--- src/rtl/bp_seq_pkg.sv ---
package bp_seq_pkg;

  typedef enum logic [2:0] {
    OP_RIGHT  = 3'd0,
    OP_LEFT   = 3'd1,
    OP_DOWN   = 3'd2,
    OP_UP     = 3'd3,
    OP_DECIDE = 3'd4
  } bp_op_e;

  // outward op slot to op code: slot 0 left, 1 down, 2 up, 3 decide
  function automatic bp_op_e slot_to_op(input logic [1:0] slot);
    return bp_op_e'({1'b0, slot} + 3'd1);
  endfunction

  // last valid slot of an outward pixel
  function automatic logic [1:0] last_slot(input logic with_decide);
    return with_decide ? 2'd3 : 2'd2;
  endfunction

endpackage

--- src/rtl/bp_pos_tracker.sv ---
module bp_pos_tracker #(
  parameter int COLS   = 4,
  parameter int GROUPS = 2,
  parameter int ITERS  = 2,
  parameter int COL_W  = 2,
  parameter int GRP_W  = 1,
  parameter int IT_W   = 1
) (
  input  logic             clk,
  input  logic             rst_n,
  input  logic             clear,
  input  logic             adv,
  output logic [COL_W-1:0] col,
  output logic [GRP_W-1:0] grp,
  output logic [IT_W-1:0]  iter,
  output logic             outward,
  output logic             last_iter,
  output logic             frame_end
);

  localparam logic [COL_W-1:0] COL_LAST = COL_W'(COLS - 1);
  localparam logic [GRP_W-1:0] GRP_LAST = GRP_W'(GROUPS - 1);
  localparam logic [IT_W-1:0]  IT_LAST  = IT_W'(ITERS - 1);

  logic row_end;

  assign last_iter = (iter == IT_LAST);
  assign row_end   = outward && (col == '0);
  assign frame_end = adv && row_end && (grp == GRP_LAST) && last_iter;

  always_ff @(posedge clk or negedge rst_n) begin
    if (!rst_n) begin
      col <= '0; grp <= '0; iter <= '0; outward <= 1'b0;
    end else if (clear) begin
      col <= '0; grp <= '0; iter <= '0; outward <= 1'b0;
    end else if (adv) begin
      if (!outward) begin
        if (col == COL_LAST) outward <= 1'b1;
        else                 col <= col + 1'b1;
      end else if (!row_end) begin
        col <= col - 1'b1;
      end else begin
        outward <= 1'b0;
        if (grp == GRP_LAST) begin
          grp  <= '0;
          iter <= last_iter ? '0 : iter + 1'b1;
        end else begin
          grp <= grp + 1'b1;
        end
      end
    end
  end

  a_r3_inward_ascends: assert property (@(posedge clk) disable iff (!rst_n)
    adv && !clear && !outward && col != COL_LAST |=> col == $past(col) + 1'b1);

  a_r4_outward_descends: assert property (@(posedge clk) disable iff (!rst_n)
    adv && !clear && outward && col != '0 |=> outward && col == $past(col) - 1'b1);

  a_r6_group_advances: assert property (@(posedge clk) disable iff (!rst_n)
    adv && !clear && row_end && grp != GRP_LAST |=> grp == $past(grp) + 1'b1 && !outward);

endmodule

--- src/rtl/bp_op_stepper.sv ---
module bp_op_stepper
  import bp_seq_pkg::*;
(
  input  logic       clk,
  input  logic       rst_n,
  input  logic       clear,
  input  logic       accept,
  input  logic       outward,
  input  logic       last_iter,
  output bp_op_e     op,
  output logic       pixel_adv
);

  logic [1:0] slot;
  logic       pixel_last;

  assign pixel_last = !outward || (slot == last_slot(last_iter));
  assign pixel_adv  = accept && pixel_last;
  assign op         = outward ? slot_to_op(slot) : OP_RIGHT;

  always_ff @(posedge clk or negedge rst_n) begin
    if (!rst_n)      slot <= '0;
    else if (clear)  slot <= '0;
    else if (accept) slot <= pixel_last ? 2'd0 : slot + 2'd1;
  end

  a_r8_slot_bound: assert property (@(posedge clk) disable iff (!rst_n)
    outward && !last_iter |-> slot != 2'd3);

  a_r4_inward_slot_zero: assert property (@(posedge clk) disable iff (!rst_n)
    !outward |-> slot == 2'd0);

endmodule

--- src/rtl/bp_argmin.sv ---
module bp_argmin #(
  parameter int LABELS = 4,
  parameter int COST_W = 6,
  parameter int LBL_W  = 2
) (
  input  logic [LABELS*COST_W-1:0] cost_vec,
  output logic [LBL_W-1:0]         best
);

  function automatic logic [LBL_W-1:0] pick_min(input logic [LABELS*COST_W-1:0] v);
    logic [COST_W-1:0] m;
    logic [LBL_W-1:0]  idx;
    m   = v[COST_W-1:0];
    idx = '0;
    for (int i = 1; i < LABELS; i++) begin
      if (v[i*COST_W +: COST_W] < m) begin
        m   = v[i*COST_W +: COST_W];
        idx = LBL_W'(i);
      end
    end
    return idx;
  endfunction

  assign best = pick_min(cost_vec);

  always_comb begin
    for (int i = 0; i < LABELS; i++) begin
      a_r9_minimum_chosen: assert (cost_vec[int'(best)*COST_W +: COST_W] <= cost_vec[i*COST_W +: COST_W]);
    end
  end

endmodule

--- src/rtl/bp_row_sequencer.sv ---
module bp_row_sequencer
  import bp_seq_pkg::*;
#(
  parameter int COLS   = 4,
  parameter int ROWS   = 4,
  parameter int PROCS  = 2,
  parameter int ITERS  = 2,
  parameter int LABELS = 4,
  parameter int COST_W = 6,
  localparam int GROUPS = ROWS / PROCS,
  localparam int COL_W  = (COLS   > 1) ? $clog2(COLS)   : 1,
  localparam int ROW_W  = (ROWS   > 1) ? $clog2(ROWS)   : 1,
  localparam int PROC_W = (PROCS  > 1) ? $clog2(PROCS)  : 1,
  localparam int GRP_W  = (GROUPS > 1) ? $clog2(GROUPS) : 1,
  localparam int IT_W   = (ITERS  > 1) ? $clog2(ITERS)  : 1,
  localparam int LBL_W  = (LABELS > 1) ? $clog2(LABELS) : 1
) (
  input  logic                     clk,
  input  logic                     rst_n,
  input  logic                     start,
  input  logic [PROC_W-1:0]        proc_id,
  input  logic                     eng_done,
  input  logic [LABELS*COST_W-1:0] cost_vec,
  output logic                     req_valid,
  output logic [2:0]               req_op,
  output logic [COL_W-1:0]         req_col,
  output logic [ROW_W-1:0]         req_row,
  output logic [IT_W-1:0]          req_iter,
  output logic                     rbuf_we,
  output logic                     rbuf_re,
  output logic                     lreg_we,
  output logic                     lreg_re,
  output logic                     vrd_bank,
  output logic                     vwr_bank,
  output logic                     disp_valid,
  output logic [LBL_W-1:0]         disp_label,
  output logic                     busy,
  output logic                     frame_done
);

  logic             launch;
  logic             accept;
  logic             pixel_adv;
  logic             frame_end;
  logic             outward;
  logic             last_iter;
  logic [GRP_W-1:0] grp;
  bp_op_e           op;
  logic [LBL_W-1:0] best;

  assign launch    = start && !busy;
  assign accept    = busy && eng_done;
  assign req_valid = busy;
  assign req_op    = op;
  assign req_row   = ROW_W'(int'(grp) * PROCS + int'(proc_id));

  assign rbuf_we  = accept && (op == OP_RIGHT);
  assign rbuf_re  = busy && outward;
  assign lreg_we  = accept && (op == OP_LEFT);
  assign lreg_re  = busy && outward && (req_col != COL_W'(COLS - 1));
  assign vrd_bank = req_iter[0];
  assign vwr_bank = ~req_iter[0];

  bp_pos_tracker #(
    .COLS(COLS), .GROUPS(GROUPS), .ITERS(ITERS),
    .COL_W(COL_W), .GRP_W(GRP_W), .IT_W(IT_W)
  ) u_pos (
    .clk(clk), .rst_n(rst_n), .clear(launch), .adv(pixel_adv),
    .col(req_col), .grp(grp), .iter(req_iter), .outward(outward),
    .last_iter(last_iter), .frame_end(frame_end)
  );

  bp_op_stepper u_step (
    .clk(clk), .rst_n(rst_n), .clear(launch), .accept(accept),
    .outward(outward), .last_iter(last_iter), .op(op), .pixel_adv(pixel_adv)
  );

  bp_argmin #(.LABELS(LABELS), .COST_W(COST_W), .LBL_W(LBL_W)) u_min (
    .cost_vec(cost_vec), .best(best)
  );

  always_ff @(posedge clk or negedge rst_n) begin
    if (!rst_n) begin
      busy       <= 1'b0;
      frame_done <= 1'b0;
      disp_valid <= 1'b0;
      disp_label <= '0;
    end else begin
      frame_done <= frame_end;
      if (launch)         busy <= 1'b1;
      else if (frame_end) busy <= 1'b0;
      disp_valid <= accept && (op == OP_DECIDE);
      if (accept && (op == OP_DECIDE)) disp_label <= best;
    end
  end

  a_r10_request_held: assert property (@(posedge clk) disable iff (!rst_n)
    req_valid && !eng_done |=> req_valid && $stable(req_op) && $stable(req_col)
                               && $stable(req_row) && $stable(req_iter));

  a_r8_decide_final_only: assert property (@(posedge clk) disable iff (!rst_n)
    req_valid && req_op == 3'd4 |-> req_iter == IT_W'(ITERS - 1));

  a_r11_done_single_pulse: assert property (@(posedge clk) disable iff (!rst_n)
    frame_done |-> !busy ##1 !frame_done);

  a_r9_disp_single_pulse: assert property (@(posedge clk) disable iff (!rst_n)
    disp_valid && !(req_valid && eng_done && req_op == 3'd4) |=> !disp_valid);

endmodule

--- config.mk ---
export PLATFORM = sky130hd
export DESIGN_NAME = bp_row_sequencer
export DESIGN_NICKNAME = d
export VERILOG_FILES = /design/src/rtl/bp_seq_pkg.sv /design/src/rtl/bp_pos_tracker.sv /design/src/rtl/bp_op_stepper.sv /design/src/rtl/bp_argmin.sv /design/src/rtl/bp_row_sequencer.sv
export SDC_FILE = /design/constraint.sdc
export NUM_CORES = 1
export LEC_CHECK = 0
export BUFFER_PORTS_ARGS = -buffer_cell sky130_fd_sc_hd__buf_4
export CORE_MARGIN = 1
export CORE_UTILIZATION = 53
export DETAILED_ROUTE_END_ITERATION = 7
export GPL_TIMING_DRIVEN = 0
export PLACE_DENSITY = 0.85
export REMOVE_ABC_BUFFERS = 1
export SYNTH_ARGS = -nofsm -noshare
export SYNTH_HDL_FRONTEND = slang
export SYNTH_HIERARCHICAL = 1
export SYNTH_SLANG_ARGS = --single-unit
--- constraint.sdc ---
create_clock -name clk -period 5.7 [get_ports clk]
set_clock_uncertainty 0.1 [all_clocks]
set_input_delay 0.285 -clock clk [delete_from_list [all_inputs] [get_ports clk]]
set_output_delay 0.285 -clock clk [all_outputs]
set_load 0.01 [all_outputs]
# After elaboration in Yosys (flattened, before gate mapping)
# Cells that the tools add are included.
[word_totals] ff_bits=12 in_bits=29 output_inout_bits=20 elab_cells=86
[op_classes] addsub=7 n_lt_le_gt_ge=3 eq_ne=7 n_mux=33 bitwise=1 reduce_logical=26
[op_table] operator="2-to-1 mux 1 bit" n=20
[op_table] operator="2-to-1 mux 2 bit" n=10
[op_table] operator="< comparator 6 bit" n=3
[op_table] operator="logical AND 1 bit" n=12
[op_table] operator="2-to-1 mux 6 bit" n=2
[op_table] operator="nonzero test 2 bit" n=6
[op_table] operator="AND reduction 3 bit" n=2
[op_table] operator="adder 2 x 1 -> 2 bit (second input constant)" n=2
[op_table] operator="AND reduction 4 bit" n=1
[op_table] operator="adder 2 x 1 -> 3 bit (second input constant)" n=1
[op_table] operator="== test 3 x 1 -> 1 bit (second input constant)" n=1
[op_table] operator="== test 3 bit (second input constant)" n=1
[op_table] operator="logical NOT 3 bit" n=1
[op_table] operator="2-to-1 mux 3 bit" n=1
[op_table] operator="inequality test 3 x 2 -> 1 bit (second input constant)" n=1
[op_table] operator="inequality test 3 bit (second input constant)" n=1
[op_table] operator="adder 1 bit (second input constant)" n=2
[op_table] operator="adder 2 x 1 -> 2 bit" n=1
[op_table] operator="== test 2 bit" n=1
[op_table] operator="== test 2 bit (second input constant)" n=1
[op_table] operator="logical NOT 1 bit" n=2
[op_table] operator="logical NOT 2 bit" n=1
[op_table] operator="inequality test 2 bit (second input constant)" n=1
[op_table] operator="subtractor 2 x 1 -> 2 bit (second input constant)" n=1
[op_table] operator="other kinds (2)" n=2

# Depth between registers and ports, before layout
# Gate-level depths: netlist of run 1.
[depth] depth_word=9 ltp_mapped=20 mapped_depth_nobuf=19

# Hierarchy
# Netlist of run 1, hierarchy kept.
[by_module_without_submodules] module="bp_argmin" n_inst=1 cells_each=74 area_per_inst_um2=608.1 seq_area_each_um2=0.0
[by_module_without_submodules] module="bp_pos_tracker" n_inst=1 cells_each=27 area_per_inst_um2=289.0 seq_area_each_um2=125.1
[by_module_without_submodules] module="bp_row_sequencer" n_inst=1 cells_each=22 area_per_inst_um2=262.8 seq_area_each_um2=125.1
[by_module_without_submodules] module="bp_op_stepper" n_inst=1 cells_each=18 area_per_inst_um2=168.9 seq_area_each_um2=50.0

# Worst setup path before layout of run 1
# OpenSTA, ideal clock, no wires.
[synth_path] path_type="input-to-reg" startpoint="input port cost_vec[5]" endpoint="register disp_label[0]" setup_time_ps=125 arrival_ps=3948 required_time_ps=5475 slack_ps=1528 cell_stages=20 n_path_buf=1 cell_sequence="inv_1 ha_1 nand2_1 o21ai_2 o21bai_1 buf_4 mux2i_1 ha_1 a41oi_1 and3_4 nor3b_4 a311oi_4 mux2_2 ha_1 a21oi_1 o21ai_0 o21bai_1 o31a_1 o21ai_0 mux2_2"
[synth_via] elab_chain_cells=6 word_cells_on_any_way=8 cone_classes="order compare: 3; mux: 5"
[synth_rtl] item="start, declared" line="bp_row_sequencer.sv:23" source="input logic [LABELS*COST_W-1:0] cost_vec,"
[synth_rtl] item="< comparator 6 bit" line="bp_argmin.sv:16" source="if (v[i*COST_W +: COST_W] < m) begin"
[synth_rtl] item="2-to-1 mux 6 bit" line="bp_argmin.sv:16"
[synth_rtl] item="< comparator 6 bit" line="bp_argmin.sv:16"
[synth_rtl] item="2-to-1 mux 6 bit" line="bp_argmin.sv:16"
[synth_rtl] item="< comparator 6 bit" line="bp_argmin.sv:16"
[synth_rtl] item="2-to-1 mux 2 bit *" line="bp_argmin.sv:16"
[synth_rtl] item="net best[0]" line="bp_row_sequencer.sv:49" source="logic [LBL_W-1:0] best;"
[synth_rtl] item="end signal, assigned" line="bp_row_sequencer.sv:93" source="if (accept && (op == OP_DECIDE)) disp_label <= best;"
[synth_rtl] item="end, declared" line="bp_row_sequencer.sv:36" source="output logic [LBL_W-1:0] disp_label,"
# Mark *: on every way through the listed nets, which the timed path passes. The rest lies on a longest branch.
# A chain may end at the register's enable or synchronous reset.

# Worst setup path after layout of run 1
# Same ends and word-level chain as after synthesis.

==> run summary, run 1 <==
Post-Syn Area = 1330 sq um
RSZ-0062 raised after global routing = no
Critical R2R Launch = busy
H-tree depth = 1
Drt drc = 0
Top FF cell, synth = dfrtp_1
Number of distinct library cells after synthesis = 47
Area growth from synthesis to layout = 28.7%
P per Cell Area = 352 nW/um^2
Layout cells sized above 1 = 0.392
Initial antenna violation count = 0
Placer Congestion = 0.802
Crit path top cell by count = ha_1
Reg2Reg Setup Slack = 3.27 ns
Critical path type = input pin to flop
CTS Buf Count = 3
Reg-to-Reg End = busy
Final antenna-violating net count = 0
Via Count = 1191
Final hold vios = 0
DIE AREA = 2710 sq um
Max Root-Sink Buffers = 2
Final wirelength = 2990 um
Post-synthesis instance total = 141
Nets = 233
GRT Total Usage = 0.249
CP Cell Sequence = buf_4 > inv_1 > ha_1 > nand4_1 > o21bai_1 > mux2i_1 > ha_1 > a41oi_1 > and3_4 > nor3b_4 > a311oi_4 > mux2_2 > ha_1 > nand2_1 > o21ai_0 > o21bai_1 > o31a_1 > o21ai_0 > mux2_2
Post-synth EDFFs = 0
Clk sinks = 12
Status = complete, no violations
FMAX = 204 MHz
CP top delay family = compound AO/OA/AOI/OAI gates
Post-CTS sizing = 0
Worst R2R Path Depth = 7
Port Buf Inserts = 46
Worst path depth = 19
LEAKAGE = 0.831 nW
Ys Warns = 6
CP max stage delay = 0.78 ns
Final setup violation count = 0
Maximum vdd drop = 0.388 mV
Vias in the first global route = 1188
CP max-delay cell = o21bai_1
Yosys top cell by area = dfrtp_1
Req. time, crit path = 5.77 ns
Initial Utilization = 0.578
Synth top area share = 0.226
Hold slack final = 0.173 ns
Routed vias/inst = 5.57
Clock Latency Late Sink = 0.28 ns
Final Critical Period = 4.90 ns
Tcrit/Tclk final = 0.860
Actual slew at the worst max-slew pin = 0.935 ns
Mean Syn Cell Area = 9.42 sq um
DRT Pass-1 Iters = 5
Setup TNS = 0 ns
Hold WC Path Type = input pin to flop
CTS tree = built
Largest net degree at the start of global routing = 13
First-pass GRT wire length = 4980 um
Ys async rst share = 1.00
WL/cell = 13.9 um
Crit path max fanout = 8
Critical Path Sink Type = flop
Critical Path AT = 4.97 ns
CTS clk-pin slew, worst paths = 0.08 ns
Final core occ = 0.745
DRC marker count from the first detailed-route iteration = 14
Crit. Startpoint = cost_vec[5]
Number of max-slew violations in the final report = 0
I/O Pins = 49
Core ar. = 2300 sq um
Max-cap viol count = 0
Ranking of synthesized cells by area = dfrtp_1, ha_1, mux2_2, mux2i_1, inv_1
Worst Setup EP = disp_label[0]
Overflow after GRT = 0
Chip width = 52.1 um
Rel. slew slack = 0.375
Root Driver = clkbuf_4
Post-DP HPWL = 2500 um
Most common cell after layout, fill and taps aside = buf_4
Die Span Y = 52.1 um
CP Buf/Inv Count = 2
Antenna Cells = 0
CP startpoint kind = input pin
Largest regs = disp_label x2, u_pos/col x2, u_step/slot x2
Post-synthesis sequential area ratio = 0.226
FF+latch count, synth = 12
Cell Rows = 17
Commonest non-fill, non-tap cells in the layout = buf_4, inv_1, ha_1
## metal layers
layer | GRT usage | share of wire | vias up
li1 | - | - | 607
met1 | 0.285 | 0.43 | 559
met2 | 0.472 | 0.53 | 23
met3 | 0.0468 | 0.038 | 2
met4 | 0.0495 | 0.0034 | 0
met5 | 0 | 0 | -
## layout make-up
cell class / instances / area [sq um]
flip-flops and latches: 12 / 300
fillers: 169 / 587
well taps: 28 / 35.0
clock buffers: 4 / 36.3
multi-input cells: 107 / 923
inverters: 16 / 60.1
repair buffers: 47 / 355
## metrics by stage
step | total power, mW | area (sq um) | worst slack, ns | cells
final | 0.603 | 1710 | 0.798 | 214
after global routing | 0.654 | 1710 | 0.459 | 214
after CTS | 0.605 | 1710 | 0.794 | 214
after detailed placement | 0.534 | 1660 | 0.500 | 209
after global placement | 0.511 | 1660 | 0.720 | 209
after floorplan | 0.389 | 1280 | 1.24 | 135
## worst reg2reg max path, cell delays in order, from the launching register on
cell      delay (ns)
dfrtp_1         0.46
nand2_2         0.13
inv_1           0.16
nand2_1         0.11
o32ai_1         0.70
and4bb_4        0.39
and3_1          0.19
a21oi_1         0.07
## Yosys cell counts (2+ instances only)
cell type   n
ha_1       16
inv_1      16
dfrtp_1    12
a21oi_1     8
nor2_1      8
mux2_2      7
buf_4       6
mux2i_1     6
nand2_1     5
a211oi_1    4
nand2b_1    4
a21oi_2     3
nor2b_1     3
o21ai_0     3
and2_1      2
nand3_1     2
nand4_1     2
nor3b_1     2
o211ai_1    2
o21ai_2     2
o21bai_1    2
## logic make-up after synthesis
logic type	after synthesis	share of synthesized area
muxes	13	0.105
buffers and inverters	22	0.0791
adders and majority gates	18	0.174
and+or+nand+nor	40	0.202
xor gates and xnor gates	1	0.00659
DFF	12	0.226
AOI/OAI and AO/OA	35	0.207
## repair_timing
item / CTS / global route
endpoints found under the hold margin: 12 / 0
buffers inserted: 0 / 0
hold buffers: 1 / 0
## where the power goes
group / internal (mW) / total, mW / leakage, nW / switching [mW]
Combinational: 0.196 / 0.369 / 0.664 / 0.173
Clock: 0.0388 / 0.0692 / 0.0210 / 0.0303
Sequential: 0.117 / 0.164 / 0.145 / 0.0478
Total: 0.351 / 0.603 / 0.831 / 0.251
## worst min path at each step
| stage | cells after the start | startpoint | end |
|---|---|---|---|
| global placement | 1 | rst_n | u_step/slot[0] |
| CTS | 3 | start | busy |
| floorplan | 0 | rst_n | busy |
| finish | 3 | start | busy |
| detailed placement | 1 | rst_n | u_step/slot[0] |
| global route | 3 | start | busy |
Note: power is estimated with default switching activity, not from simulation.
==> run 2, diff against run 1 <==
ABC_AREA = 1   (was unset)
PLACE_DENSITY = 0.86   (was 0.85)
==> run 2 against run 1 <==
Fmax is 48% higher. Register-to-register slack improved by 0.62 ns. Worst setup slack better by 1.6 ns. Cell count rose by 23%. Non-clock buffer count unchanged. Via count is 9.2% higher. Sequential power shrank 4%. Worst hold slack got worse by 0.033 ns. Final area decreased by 2.6%. Largest cell class unchanged.
==> run summary, run 2 <==
Status = complete, no violations (unchanged)
FMAX = 301 MHz (was 204 MHz)
Via Count = 1301 (was 1191)
Die Span Y = 51.2 um (was 52.1 um)
Pre-CTS setup slack = 2.09 ns (was 0.500 ns)
Post-DP HPWL = 2160 um (was 2500 um)
P per Cell Area = 322 nW/um^2 (was 352 nW/um^2)
Ys Warns = 6 (unchanged)
Critical Path Sink Type = flop (unchanged)
Clk sinks = 12 (unchanged)
WL met1 = 1180 um (was 1280 um)
Critical path type = input pin to flop (unchanged)
CTS tree = built (unchanged)
Clock share of power = 0.126 (was 0.115)
Synth top area share = 0.234 (was 0.226)
Chip width = 51.2 um (was 52.1 um)
Rel. slew slack = 0.696 (was 0.375)
Logic pwr share = 0.579 (was 0.612)
Vias in the first global route = 1089 (was 1188)
GRT Total Usage = 0.220 (was 0.249)
I/O Pins = 49 (unchanged)
Reg-to-Reg End = busy (unchanged)
Placer Congestion = 0.821 (was 0.802)
Core ar. = 2250 sq um (was 2300 sq um)
Post-synth EDFFs = 0 (unchanged)
Final wirelength = 2510 um (was 2990 um)
DRC marker count from the first detailed-route iteration = 34 (was 14)
Final antenna-violating net count = 0 (unchanged)
Post-Syn Area = 1280 sq um (was 1330 sq um)
RSZ-0062 raised after global routing = no (unchanged)
Worst Slack Setup Final = 2.38 ns (was 0.798 ns)
LEAKAGE = 0.996 nW (was 0.831 nW)
CTS clk-pin slew, worst paths = 0.08 ns (about the same)
Hold slack final = 0.140 ns (was 0.173 ns)
Number of distinct library cells after synthesis = 23 (was 47)
Final Critical Period = 3.32 ns (was 4.90 ns)
Met3 wire length = 109 um (was 113 um)
Post-synthesis instance total = 192 (was 141)
Most common cell after layout, fill and taps aside = nand2_1 (was buf_4)
Initial antenna violation count = 0 (unchanged)
Hold Path Depth = 3 (unchanged)
Nets = 283 (was 233)
Setup TNS = 0 ns (unchanged)
Initial Utilization = 0.570 (was 0.578)
Reg2Reg Setup Slack = 3.89 ns (was 3.27 ns)
Largest net degree at the start of global routing = 14 (was 13)
Switching Share = 0.454 (was 0.417)
CTS Buf Count = 3 (unchanged)
Final setup violation count = 0 (unchanged)
Hold WC Path Type = input pin to flop (unchanged)
FF+latch count, synth = 12 (unchanged)
Routed vias/inst = 4.93 (was 5.57)
Worst hold start = start (unchanged)
Maximum vdd drop = 0.246 mV (was 0.388 mV)
Number of max-slew violations in the final report = 0 (unchanged)
Top post-synthesis cells by count = nand2_1, inv_1, ha_1 (was ha_1, inv_1, dfrtp_1)
Top layer in use = met4 (unchanged)
Layout cells sized above 1 = 0.301 (was 0.392)
Switching pwr = 0.243 mW (was 0.251 mW)
Overflow after GRT = 0 (unchanged)
Most numerous cell in the Yosys netlist = nand2_1
Antenna Cells = 0 (unchanged)
Sequential Power Share = 0.295 (was 0.273)
Worst R2R Path Depth = 7 (unchanged)
Final hold vios = 0 (unchanged)
CP startpoint kind = input pin (unchanged)
Actual slew at the worst max-slew pin = 0.455 ns (was 0.935 ns)
Mean Syn Cell Area = 6.69 sq um (was 9.42 sq um)
Total setup buffers inserted after CTS = 0 (unchanged)
Max Root-Sink Buffers = 2 (unchanged)
Critical Path AT = 3.43 ns (was 4.97 ns)
First-pass GRT wire length = 4350 um (was 4980 um)
Commonest non-fill, non-tap cells in the layout = nand2_1, buf_4, inv_1 (was buf_4, inv_1, ha_1)
Top FF cell, synth = dfrtp_1 (unchanged)
Area growth from synthesis to layout = 29.6% (was 28.7%)
Int Pwr = 0.292 mW (was 0.351 mW)
DRT Pass-1 Iters = 4 (was 5)
Largest regs = disp_label x2, u_pos/col x2, u_step/slot x2 (unchanged)
Req. time, crit path = 5.81 ns (was 5.77 ns)
WL/cell = 9.52 um (was 13.9 um)
Port Buf Inserts = 46 (unchanged)
Post-synthesis sequential area ratio = 0.234 (was 0.226)
Root Driver = clkbuf_4 (unchanged)
H-tree depth = 1 (unchanged)
DIE AREA = 2630 sq um (was 2710 sq um)
Critical R2R Launch = u_pos/iter (was busy)
Tcrit/Tclk final = 0.583 (was 0.860)
Drt drc = 0 (unchanged)
Clock Latency Late Sink = 0.27 ns (was 0.28 ns)
Metal2 WL = 1190 um (was 1580 um)
Max-cap viol count = 0 (unchanged)
Crit path max fanout = 13 (was 8)
Hold EP = busy (unchanged)
Cell Rows = 17 (unchanged)
Ranking of synthesized cells by area = dfrtp_1, nand2_1, ha_1, inv_1, nand3_1 (was dfrtp_1, ha_1, mux2_2, mux2i_1, inv_1)
Ys async rst share = 1.00 (unchanged)
Yosys top cell by area = dfrtp_1 (unchanged)
## run 2: changes by cell type in the layout (fill, tap and decap cells not counted), sizes merged, moves of 3 or more
cell    previous run  this run
a21oi             11         6
and2               3         0
inv               16        32
mux2               7         0
mux2i              6         0
nand2              6        68
nand2b             4         0
nand3              2        16
nor2               8        17
nor2b              3         0
nor3b              3         0
o21ai              5        12
## run 2: power groups by stage
stage / Clock, mW / Combinational, mW / Sequential (mW)
CTS: 0.0702 / 0.312 / 0.158
detailed placement: 0 / 0.310 / 0.160
floorplan: 0 / 0.187 / 0.162
global route: 0.0745 / 0.358 / 0.163
finish: 0.0675 / 0.310 / 0.158
global placement: 0 / 0.301 / 0.158
## run 2: logic make-up after synthesis
family / after synthesis / synth area share
simple gates: 104 / 0.371
buf+inv: 39 / 0.129
compound gates: 20 / 0.0945
fa+ha+maj: 17 / 0.171
flops: 12 / 0.234
## run 2: worst max-delay path: stages
cell and delay (ns):
buf_4 0.08, inv_1 0.04, ha_1 0.29, nand2_1 0.07, nand2_1 0.08, a21oi_4 0.16
nand2_2 0.15, o21ai_0 0.26, ha_1 0.29, a21oi_1 0.15, nor2_1 0.06, a211oi_2 0.19
nand2_2 0.20, nand2_1 0.10, o21ai_1 0.08, ha_1 0.30, a21oi_1 0.13, nor2_1 0.05
a211oi_1 0.16, nand2_1 0.10, nand2_1 0.07, nand3_1 0.07, nand2_1 0.06
## run 2: stage by stage
stage               std cells  cell area [sq um]   util  power [mW]
global placement          259               1620  0.718       0.460
floorplan                 185               1240      -       0.349
finish                    264               1670  0.739       0.536
global route              264               1670  0.739       0.596
CTS                       264               1670  0.739       0.540
detailed placement        259               1620  0.718       0.470
## run 2: how the worst max path moves through the flow
| stage | to | startpoint |
|---|---|---|
| global route | disp_label[0] | cost_vec[3] |
| detailed placement | disp_label[1] | cost_vec[3] |
| floorplan | disp_label[1] | cost_vec[5] |
| finish | disp_label[1] | cost_vec[3] |
| global placement | disp_label[1] | cost_vec[5] |
| CTS | disp_label[1] | cost_vec[3] |
## run 2: metal layers
layer | global-route usage | vias to the layer above
li1 | - | 693
met4 | 0.0811 | 0
met3 | 0.0357 | 2
met2 | 0.377 | 32
met1 | 0.275 | 574
met5 | 0 | -
## run 2: layout make-up
cell class / instances / area, sq um
Clock buffer: 4 / 36.3
Tap cell: 28 / 35.0
Timing Repair Buffer: 47 / 355
Inverter: 32 / 120
Sequential cell: 12 / 300
Fill cell: 203 / 589
Multi-Input combinational cell: 141 / 818
## run 2: repair_timing
| item | in CTS | in global routing |
|---|---|---|
| gates resized for setup | 0 | 0 |
| hold buffers | 1 | 0 |
| endpoints found under the hold margin | 12 | 0 |
